--- config.mk ---
export PLATFORM = sky130hd
export DESIGN_NAME = cpwm_channel
export DESIGN_NICKNAME = d
export VERILOG_FILES = /design/src/rtl/cpwm_pkg.sv /design/src/rtl/cpwm_tick_sel.sv /design/src/rtl/cpwm_timebase.sv /design/src/rtl/cpwm_dead_gen.sv /design/src/rtl/cpwm_channel.sv
export SDC_FILE = /design/constraint.sdc
export NUM_CORES = 1
export LEC_CHECK = 0
export BUFFER_PORTS_ARGS = -buffer_cell sky130_fd_sc_hd__buf_4
export CORE_UTILIZATION = 55
export CTS_CLUSTER_SIZE = 12
export DETAILED_ROUTE_END_ITERATION = 12
export PLACE_DENSITY = 0.77
export SYNTH_ARGS = -nofsm -noshare
export SYNTH_HDL_FRONTEND = slang
export SYNTH_SLANG_ARGS = --single-unit
--- constraint.sdc ---
create_clock -name clk_i -period 3.45 [get_ports clk_i]
set_input_delay 0.5175 -clock clk_i [delete_from_list [all_inputs] [get_ports clk_i]]
set_output_delay 0.5175 -clock clk_i [all_outputs]
set_load 0.005 [all_outputs]
--- src/rtl/cpwm_pkg.sv ---
package cpwm_pkg;

  localparam int unsigned NUM_SIDES = 2;
  localparam int unsigned SIDE_HI   = 0;
  localparam int unsigned SIDE_LO   = 1;

  function automatic logic drive_level(input logic act, input logic pol);
    return pol ? act : ~act;
  endfunction

endpackage

--- src/rtl/cpwm_tick_sel.sv ---
module cpwm_tick_sel #(
  parameter  int NUM_CLK = 4,
  localparam int SEL_W   = (NUM_CLK > 1) ? $clog2(NUM_CLK) : 1
) (
  input  logic [NUM_CLK-1:0] clk_en_i,
  input  logic [SEL_W-1:0]   sel_i,
  input  logic               run_i,
  output logic               tick_o
);

  logic hit;

  always_comb begin
    hit = 1'b0;
    for (int k = 0; k < NUM_CLK; k++) begin
      if (sel_i == SEL_W'(k)) hit = clk_en_i[k];
    end
  end

  assign tick_o = run_i & hit;

endmodule

--- src/rtl/cpwm_timebase.sv ---
module cpwm_timebase #(
  parameter int CNT_W = 16,
  parameter int DT_W  = 16
) (
  input  logic             clk_i,
  input  logic             rst_ni,
  input  logic             tick_i,
  input  logic             enable_i,
  input  logic             disable_i,
  input  logic             period_wr_i,
  input  logic [CNT_W-1:0] period_i,
  input  logic             duty_wr_i,
  input  logic [CNT_W-1:0] duty_i,
  input  logic             dead_wr_i,
  input  logic [DT_W-1:0]  dead_i,
  input  logic             upd_req_i,
  output logic             en_o,
  output logic [CNT_W-1:0] cnt_o,
  output logic [CNT_W-1:0] per_o,
  output logic [CNT_W-1:0] duty_o,
  output logic [DT_W-1:0]  dead_o,
  output logic             eop_o
);

  logic             en_q, pend_q, eop_q;
  logic [CNT_W-1:0] cnt_q, per_q, duty_q;
  logic [CNT_W-1:0] per_b, duty_b;
  logic [DT_W-1:0]  dead_q, dead_b;
  logic [CNT_W:0]   cnt_inc;
  logic             wrap, start, commit;

  assign cnt_inc = {1'b0, cnt_q} + {{CNT_W{1'b0}}, 1'b1};
  assign wrap    = cnt_inc >= {1'b0, per_q};
  assign start   = enable_i & ~en_q & ~disable_i;
  assign commit  = tick_i & wrap & pend_q & ~disable_i;

  // staging registers
  always_ff @(posedge clk_i or negedge rst_ni) begin
    if (!rst_ni) begin
      per_b  <= '0;
      duty_b <= '0;
      dead_b <= '0;
    end else begin
      if (period_wr_i) per_b  <= period_i;
      if (duty_wr_i)   duty_b <= duty_i;
      if (dead_wr_i)   dead_b <= dead_i;
    end
  end

  always_ff @(posedge clk_i or negedge rst_ni) begin
    if (!rst_ni) pend_q <= 1'b0;
    else         pend_q <= upd_req_i | (pend_q & ~commit & ~start);
  end

  always_ff @(posedge clk_i or negedge rst_ni) begin
    if (!rst_ni) begin
      en_q   <= 1'b0;
      cnt_q  <= '0;
      eop_q  <= 1'b0;
      per_q  <= '0;
      duty_q <= '0;
      dead_q <= '0;
    end else if (disable_i) begin
      en_q  <= 1'b0;
      cnt_q <= '0;
      eop_q <= 1'b0;
    end else if (start) begin
      en_q   <= 1'b1;
      cnt_q  <= '0;
      eop_q  <= 1'b0;
      per_q  <= per_b;
      duty_q <= duty_b;
      dead_q <= dead_b;
    end else begin
      eop_q <= tick_i & wrap;
      if (tick_i) cnt_q <= wrap ? '0 : cnt_inc[CNT_W-1:0];
      if (commit) begin
        per_q  <= per_b;
        duty_q <= duty_b;
        dead_q <= dead_b;
      end
    end
  end

  assign en_o   = en_q;
  assign cnt_o  = cnt_q;
  assign per_o  = per_q;
  assign duty_o = duty_q;
  assign dead_o = dead_q;
  assign eop_o  = eop_q;

endmodule

--- src/rtl/cpwm_dead_gen.sv ---
module cpwm_dead_gen #(
  parameter int DT_W = 16
) (
  input  logic            clk_i,
  input  logic            rst_ni,
  input  logic            in_i,
  input  logic            tick_i,
  input  logic [DT_W-1:0] dead_i,
  output logic            act_o
);

  logic [DT_W-1:0] dt_q;

  // counts ticks since the side's input rose, saturating at the dead-time
  always_ff @(posedge clk_i or negedge rst_ni) begin
    if (!rst_ni)                       dt_q <= '0;
    else if (!in_i)                    dt_q <= '0;
    else if (tick_i && dt_q < dead_i)  dt_q <= dt_q + 1'b1;
  end

  assign act_o = in_i & (dt_q >= dead_i);

endmodule

--- src/rtl/cpwm_channel.sv ---
module cpwm_channel #(
  parameter  int CNT_W   = 16,
  parameter  int DT_W    = 16,
  parameter  int NUM_CLK = 4,
  localparam int SEL_W   = (NUM_CLK > 1) ? $clog2(NUM_CLK) : 1
) (
  input  logic               clk_i,
  input  logic               rst_ni,
  input  logic [NUM_CLK-1:0] clk_en_i,
  input  logic [SEL_W-1:0]   clk_sel_i,
  input  logic               enable_i,
  input  logic               disable_i,
  input  logic               period_wr_i,
  input  logic [CNT_W-1:0]   period_i,
  input  logic               duty_wr_i,
  input  logic [CNT_W-1:0]   duty_i,
  input  logic               dead_wr_i,
  input  logic [DT_W-1:0]    dead_i,
  input  logic               upd_req_i,
  input  logic               polarity_i,
  output logic               hi_o,
  output logic               lo_o,
  output logic               eop_o
);

  import cpwm_pkg::*;

  logic             en, tick, raw;
  logic [CNT_W-1:0] cnt, per_act, duty_act;
  logic [DT_W-1:0]  dead_act;
  logic [NUM_SIDES-1:0] side_in, side_act;

  cpwm_tick_sel #(.NUM_CLK(NUM_CLK)) i_tick_sel (
    .clk_en_i (clk_en_i),
    .sel_i    (clk_sel_i),
    .run_i    (en),
    .tick_o   (tick)
  );

  cpwm_timebase #(.CNT_W(CNT_W), .DT_W(DT_W)) i_timebase (
    .clk_i       (clk_i),
    .rst_ni      (rst_ni),
    .tick_i      (tick),
    .enable_i    (enable_i),
    .disable_i   (disable_i),
    .period_wr_i (period_wr_i),
    .period_i    (period_i),
    .duty_wr_i   (duty_wr_i),
    .duty_i      (duty_i),
    .dead_wr_i   (dead_wr_i),
    .dead_i      (dead_i),
    .upd_req_i   (upd_req_i),
    .en_o        (en),
    .cnt_o       (cnt),
    .per_o       (per_act),
    .duty_o      (duty_act),
    .dead_o      (dead_act),
    .eop_o       (eop_o)
  );

  assign raw              = en & (cnt < duty_act);
  assign side_in[SIDE_HI] = raw;
  assign side_in[SIDE_LO] = en & ~raw;

  for (genvar s = 0; s < NUM_SIDES; s++) begin : g_side
    cpwm_dead_gen #(.DT_W(DT_W)) i_dead_gen (
      .clk_i  (clk_i),
      .rst_ni (rst_ni),
      .in_i   (side_in[s]),
      .tick_i (tick),
      .dead_i (dead_act),
      .act_o  (side_act[s])
    );
  end

  assign hi_o = drive_level(side_act[SIDE_HI], polarity_i);
  assign lo_o = drive_level(side_act[SIDE_LO], polarity_i);

endmodule

* Word level (Yosys, flattened, before mapping)
Index checks and enable logic that the tools add are counted.
Operators by class: add/subtract/negate cells 3, magnitude comparators 6, eq/ne operators 5, mux-type cells 24, bitwise gates (word level) 20, reductions and logical operators 7
Operators with widths (number):
- 16-bit two-way mux | 14
- 16-bit < comparator | 3
- 16-bit by 1-bit adder with 16-bit output (second input constant) | 2
- 16-bit greater-or-equal comparator | 2
- 16-bit by 1-bit adder with 17-bit output (second input constant) | 1
- 17-bit by 16-bit greater-or-equal comparator with 1-bit output | 1
- 1-bit bitwise AND | 12
- 1-bit two-way mux | 10
- 1-bit inverter | 7
- 2-bit == test (second input constant) | 2
- 2-bit != test (second input constant) | 2
- 2-bit nonzero test | 2
- 3-bit nonzero test | 1
- 2-bit by 1-bit == test with 1-bit output (second input constant) | 1
- 1-bit logical AND | 2
- 2-bit logical NOT | 1
- 2-bit AND reduction | 1
- 1-bit bitwise OR | 1
Word-level totals: register bits after elaboration 147, output and inout bits 3

* Depth between registers and ports, before layout
word-level depth 13, gate-level depth with buffers 15, depth with buffers taken out 13

* Hierarchy
From an unflattened synthesis, not the netlist that was laid out.
Second synthesis, totals: cells, all modules 740, area, all modules 8195.4 um^2
By module, submodules not included:
- cpwm_timebase | instances 1, cells each 380, area an instance 5116.2 um^2
- cpwm_dead_gen | instances 2, cells each 151, area an instance 1303.8 um^2
- cpwm_channel | instances 1, cells each 56, area an instance 442.9 um^2
- cpwm_tick_sel | instances 1, cells each 2, area an instance 28.8 um^2

* Worst setup path before layout
OpenSTA, ideal clock, no wires.
path kind register -> register, start point reg i_timebase.cnt_q[0] (netlist: i_timebase.cnt_o[0]), end point reg i_timebase.dead_q[0] (netlist: i_timebase.dead_o[0]), library setup time 0.127 ns, arrival 3.231 ns, data required time 3.323 ns, path slack 0.091 ns, cell stages (with the launch flop) 15, period minus slack after synthesis 3.359 ns, cell sequence dfrtp_1 -> ha_1 -> nand3_1 -> nor2_1 -> nand2_1 -> or3_1 -> xnor2_1 -> ha_1 -> a21boi_0 -> o31ai_1 -> nand3_2 -> a32oi_2 -> buf_6 -> buf_6 -> mux2_1
Between the ends: word-level cells in the longest chain between the ends 7
RTL lines:
- start, declared | RTL line cpwm_timebase.sv:26 | logic [CNT_W-1:0] cnt_q, per_q, duty_q;
- start signal, assigned | RTL line cpwm_timebase.sv:76 | if (tick_i) cnt_q <= wrap ? '0 : cnt_inc[CNT_W-1:0];
- 16-bit by 1-bit adder with 17-bit output | RTL line cpwm_timebase.sv:32 | assign cnt_inc = {1'b0, cnt_q} + {{CNT_W{1'b0}}, 1'b1};
- 17-bit by 16-bit greater-or-equal comparator with 1-bit output | RTL line cpwm_timebase.sv:33 | assign wrap = cnt_inc >= {1'b0, per_q};
- 1-bit bitwise AND (3 in series) | RTL line cpwm_timebase.sv:35 | assign commit = tick_i & wrap & pend_q & ~disable_i;
- 2-bit nonzero test (no source line)
- 2-bit AND reduction (no source line)
- end signal, assigned | RTL line cpwm_timebase.sv:62 | dead_q <= '0;
- end signal, assigned | RTL line cpwm_timebase.sv:73 | dead_q <= dead_b;
- end signal, assigned | RTL line cpwm_timebase.sv:80 | dead_q <= dead_b;
- end, declared | RTL line cpwm_timebase.sv:28 | logic [DT_W-1:0] dead_q, dead_b;
Every way passes these cells. A chain may end at the register's enable or synchronous reset.

* Final worst setup path
start point reg i_timebase.cnt_q[9] (netlist: i_timebase.cnt_o[9]), end point reg i_timebase.duty_q[9] (netlist: i_timebase.duty_o[9])
Between the ends: word-level cells in the longest chain between the ends 7
RTL lines:
- 16-bit by 1-bit adder with 17-bit output | RTL line cpwm_timebase.sv:32
- 17-bit by 16-bit greater-or-equal comparator with 1-bit output | RTL line cpwm_timebase.sv:33
- 1-bit bitwise AND (3 in series) | RTL line cpwm_timebase.sv:35
- 2-bit nonzero test (no source line)
- 2-bit AND reduction (no source line)
- end signal, assigned | RTL line cpwm_timebase.sv:72 | duty_q <= duty_b;
- end signal, assigned | RTL line cpwm_timebase.sv:79 | duty_q <= duty_b;
- end, declared | RTL line cpwm_timebase.sv:26
Every way passes these cells.

==> run_results.csv <==
group,metric,value,unit
setup_path,critPathLaunchType,"register",
route,ant_nets,0,
timing,finalSetupViolations,0,
synth,synth_edf_count,0,
timing,fin_skew,0.009116,ns
setup_path,crit_path_max_incr_delay,0.42,ns
global_route,grt_max_degree,71,
clock_network,clkLatencyLatePin,0.42,ns
setup_path,worstSetupPathType,"register to register",
global_route,grt-ovfl-total,0,
synth,netlist_area,8098,um^2
clock_network,cts_buffers,17,
layout,drive_gt1_share,26.22,%
global_route,grt_pass1_wl,29410,um
placement,dp_hpwl,13000,um
setup_path,ff2ff_path_depth,14,
synth,ys_warn_count,0,
route,dr.pass1.iters,5,
synth,synth_seq_cells,147,
placement,gp_congestion,0.8807,
global_route,grt_pass1_vias,6257,
setup_path,critPathSlowestCell,"dfrtp_2",
setup_path,path_cells,"nand2_1 > nor2_2 > and3_4 > nand3_4 > xnor2_2 > ha_1 > a21oi_1 > a21boi_1 > o31ai_2 > nand3_2 > a32oi_4 > buf_6 > clkbuf_16 > mux2_2",
timing,fin_setup_tns,0,ns
clock_network,clk_pin_slew_worst_paths,0.06,ns
timing,final_max_slew_viol_count,0,
die,core_region_area,14100,um^2
layout,utilization,68.39,%
synth,ys.flop_type,"dfrtp_1",
synth,avgSynthCellArea,10.80,um^2
timing,worst_pin_slew,0.8226,ns
worst_hold_path,min_path_type,"primary input to asynchronous set/reset pin",
layout,antennaDiodeCount,0,
clock_network,cts.sinks,147,
setup_path,critPathArrivalTime,3.66,ns
timing,worst_slack,0.09457,ns
timing,maxSlewHeadroom,45.16,%
synth,ys_seq_area_share,45.43,%
power,p_per_area,470.8,nW/um^2
synth,yosysUniqueCellTypes,53,
timing,period_needed,3.355,ns
clock_network,cts_hold_buffers,0,
synth,syn_inst,750,
timing,whs,0.09569,ns
timing,finalCritPeriodShare,97.26,%
setup_path,cp-end-kind,"register",
clock_network,htree_levels,4,
clock_network,cts_tree,"built",
clock_network,cts_buffer_depth,2,
synth,yosys.area.top_type,"dfrtp_1",
job,cap_violations,0,
synth,synth.top_cell.area_share,45.43,%
die,ios,66,
power,power_leakage,0.004418,uW
route,drtIter0Drc,341,
route,viasPerCell,5.996,
power,ir_worst_vdd,387.6,uV
die,die_w,123.3,um
setup_path,crit_path_max_fanout,8,
global_route,grt_use_total,25.16,%
setup_path,worst_r2r_startpoint,"i_timebase.cnt_o[9]",
timing,hold_viol_final,0,
synth,synthTopCellsByArea,"dfrtp_1 (45%), ha_1 (10%), mux2_2 (9.9%)",
die,die_area,15210,um^2
setup_path,worstPathRequired,3.75,ns
die,initial_core_util,57.45,%
setup_path,reg2reg_slack,0.09,ns
timing,max_freq,298.0,MHz
timing,rsz0062_at_grt,"yes",
placement,post-place-ws,0.05023,ns
run_status,outcome,"finished clean",
setup_path,regToRegEndpoint,"i_timebase.duty_o[9]",
global_route,antenna_found_initial,0,
route,wl_per_cell,17.96,um
die,die_h,123.3,um
layout,fin_nets,959,
placement,io_buffers,65,
synth,syn_nets,879,
layout,synthToLayoutAreaGrowth,19.05,%
route,vias,6134,
route,route.detailed.drc,0,
clock_network,cts_root_buffer,"clkbuf_16",
route,wirelength,18380,um
die,fp-row-count,43,
synth,async_reset_ff_share,100.0,%
metal layers:
metal  vias to the layer above  share of wire [%]  global-route usage [%]
met5                         -                  0                       0
met4                         0                2.3                   8.509
met3                        41                3.9                   5.812
met2                       166                 53                   45.74
met1                      3028                 41                   28.89
li1                       2899                  -                       -
how the worst max path moves through the flow:
stage                                    from                     to  slack (ns)  cells after the start
after CTS                 i_timebase.cnt_o[0]   i_timebase.dead_o[5]        0.03                     14
final                     i_timebase.cnt_o[9]   i_timebase.duty_o[9]        0.09                     14
after floorplan           i_timebase.cnt_o[0]   i_timebase.dead_o[0]        0.09                     14
after detailed placement  i_timebase.cnt_o[0]   i_timebase.per_o[15]        0.05                     14
after global placement    i_timebase.cnt_o[0]   i_timebase.per_o[11]        0.14                     14
after global routing      i_timebase.cnt_o[1]  i_timebase.duty_o[10]       -0.11                     15
cell usage after synthesis, types with 2 or more instances:
| master | n |
|---|---|
| o21ai_0 | 27 |
| buf_4 | 2 |
| nor3_1 | 12 |
| nor4_1 | 7 |
| nand3_1 | 27 |
| o311ai_0 | 5 |
| nor3b_1 | 5 |
| mux2_2 | 71 |
| and2_1 | 2 |
| o22a_1 | 4 |
| o21a_1 | 7 |
| nand2b_1 | 3 |
| a22o_1 | 5 |
| clkbuf_1 | 19 |
| a21boi_0 | 2 |
| nor2b_1 | 4 |
| mux2_1 | 26 |
| o21ai_1 | 2 |
| inv_1 | 61 |
| buf_2 | 3 |
| xor2_1 | 8 |
| a21oi_1 | 53 |
| buf_6 | 4 |
| dfrtp_1 | 147 |
| or2_2 | 2 |
| a211oi_1 | 5 |
| a211o_1 | 2 |
| a21o_1 | 5 |
| nand2_1 | 37 |
| o31ai_1 | 22 |
| or3_1 | 11 |
| buf_1 | 2 |
| or4_1 | 18 |
| nand4_1 | 16 |
| and3_1 | 7 |
| nor2_1 | 24 |
| o211ai_1 | 3 |
| xnor2_1 | 8 |
| and4_1 | 3 |
| ha_1 | 66 |
power by group:
part           total [uW]  switching (uW)  leakage [uW]  internal, uW
sequential           2040             118       0.00183          1920
clock                1790             725      0.000267          1060
combinational         709             366       0.00232           343
metrics by stage:
step                      power (uW)  std cells  cell area, um^2
after global placement          2696        983             8820
after detailed placement        2749        983             8820
after CTS                       4544       1015             9388
after global routing            4747       1023             9641
after floorplan                 2483        750             8098
final                           4539       1023             9641
critical path: cells and delay by family, from the launching register on:
| family | cells | cell delay [ns] |
|---|---|---|
| xor+xnor | 1 | 0.17 |
| compound gates | 4 | 0.76 |
| buf+inv | 2 | 0.37 |
| mux | 1 | 0.34 |
| simple gates | 5 | 0.84 |
| fa+ha+maj | 1 | 0.34 |
| flops | 1 | 0.42 |
cell families (layout without fill, tap and decap cells):
| family | Yosys count | count (layout) | synth area share [%] |
|---|---|---|---|
| AOI/OAI and AO/OA | 148 | 148 | 11.70 |
| muxes | 98 | 98 | 13.77 |
| DFF | 147 | 147 | 45.43 |
| and+or+nand+nor | 184 | 184 | 12.45 |
| adders and majority gates | 66 | 66 | 10.20 |
| xor gates and xnor gates | 16 | 16 | 1.731 |
| buffers and inverters | 91 | 184 | 4.728 |
final cells by class:
class,instances,area [um^2]
fillers,1009,4456
flip-flops and latches,147,3681
well taps,180,225.2
multi-input cells,512,4161
inverters,61,229.0
clock buffers,20,436.7
repair buffers,91,775.7
clock inverters,12,131.4
cell usage in the layout (no fill, tap or decap), types with 18 or more instances in the layout:
master,instances
o31ai_1,21
nor2_1,20
dfrtp_1,145
ha_1,65
inv_1,61
clkbuf_16,20
nand2_1,36
mux2_2,71
o21ai_0,27
or4_1,18
nand3_1,23
a21oi_1,53
buf_4,82
mux2_1,26
state kept, by name (all words and copies together) (netlist names):
| name | count |
|---|---|
| i_timebase.pend_q | 1 |
| g_side.i_dead_gen.dt_q | 32 |
| i_timebase.per_b | 16 |
| i_timebase.eop_o | 1 |
| i_timebase.duty_o | 16 |
| i_timebase.dead_b | 16 |
| i_timebase.en_o | 1 |
| i_timebase.per_o | 16 |
| i_timebase.dead_o | 16 |
| i_timebase.cnt_o | 16 |
| i_timebase.duty_b | 16 |
repair_timing:
| action | in CTS | in global routing |
|---|---|---|
| setup buffers | 0 | 5 |
| endpoints found under the hold margin | 0 | 0 |
| setup endpoints to repair | 0 | 63 |
| resized for setup | 0 | 33 |
Note: power is estimated with default switching activity, not from simulation.
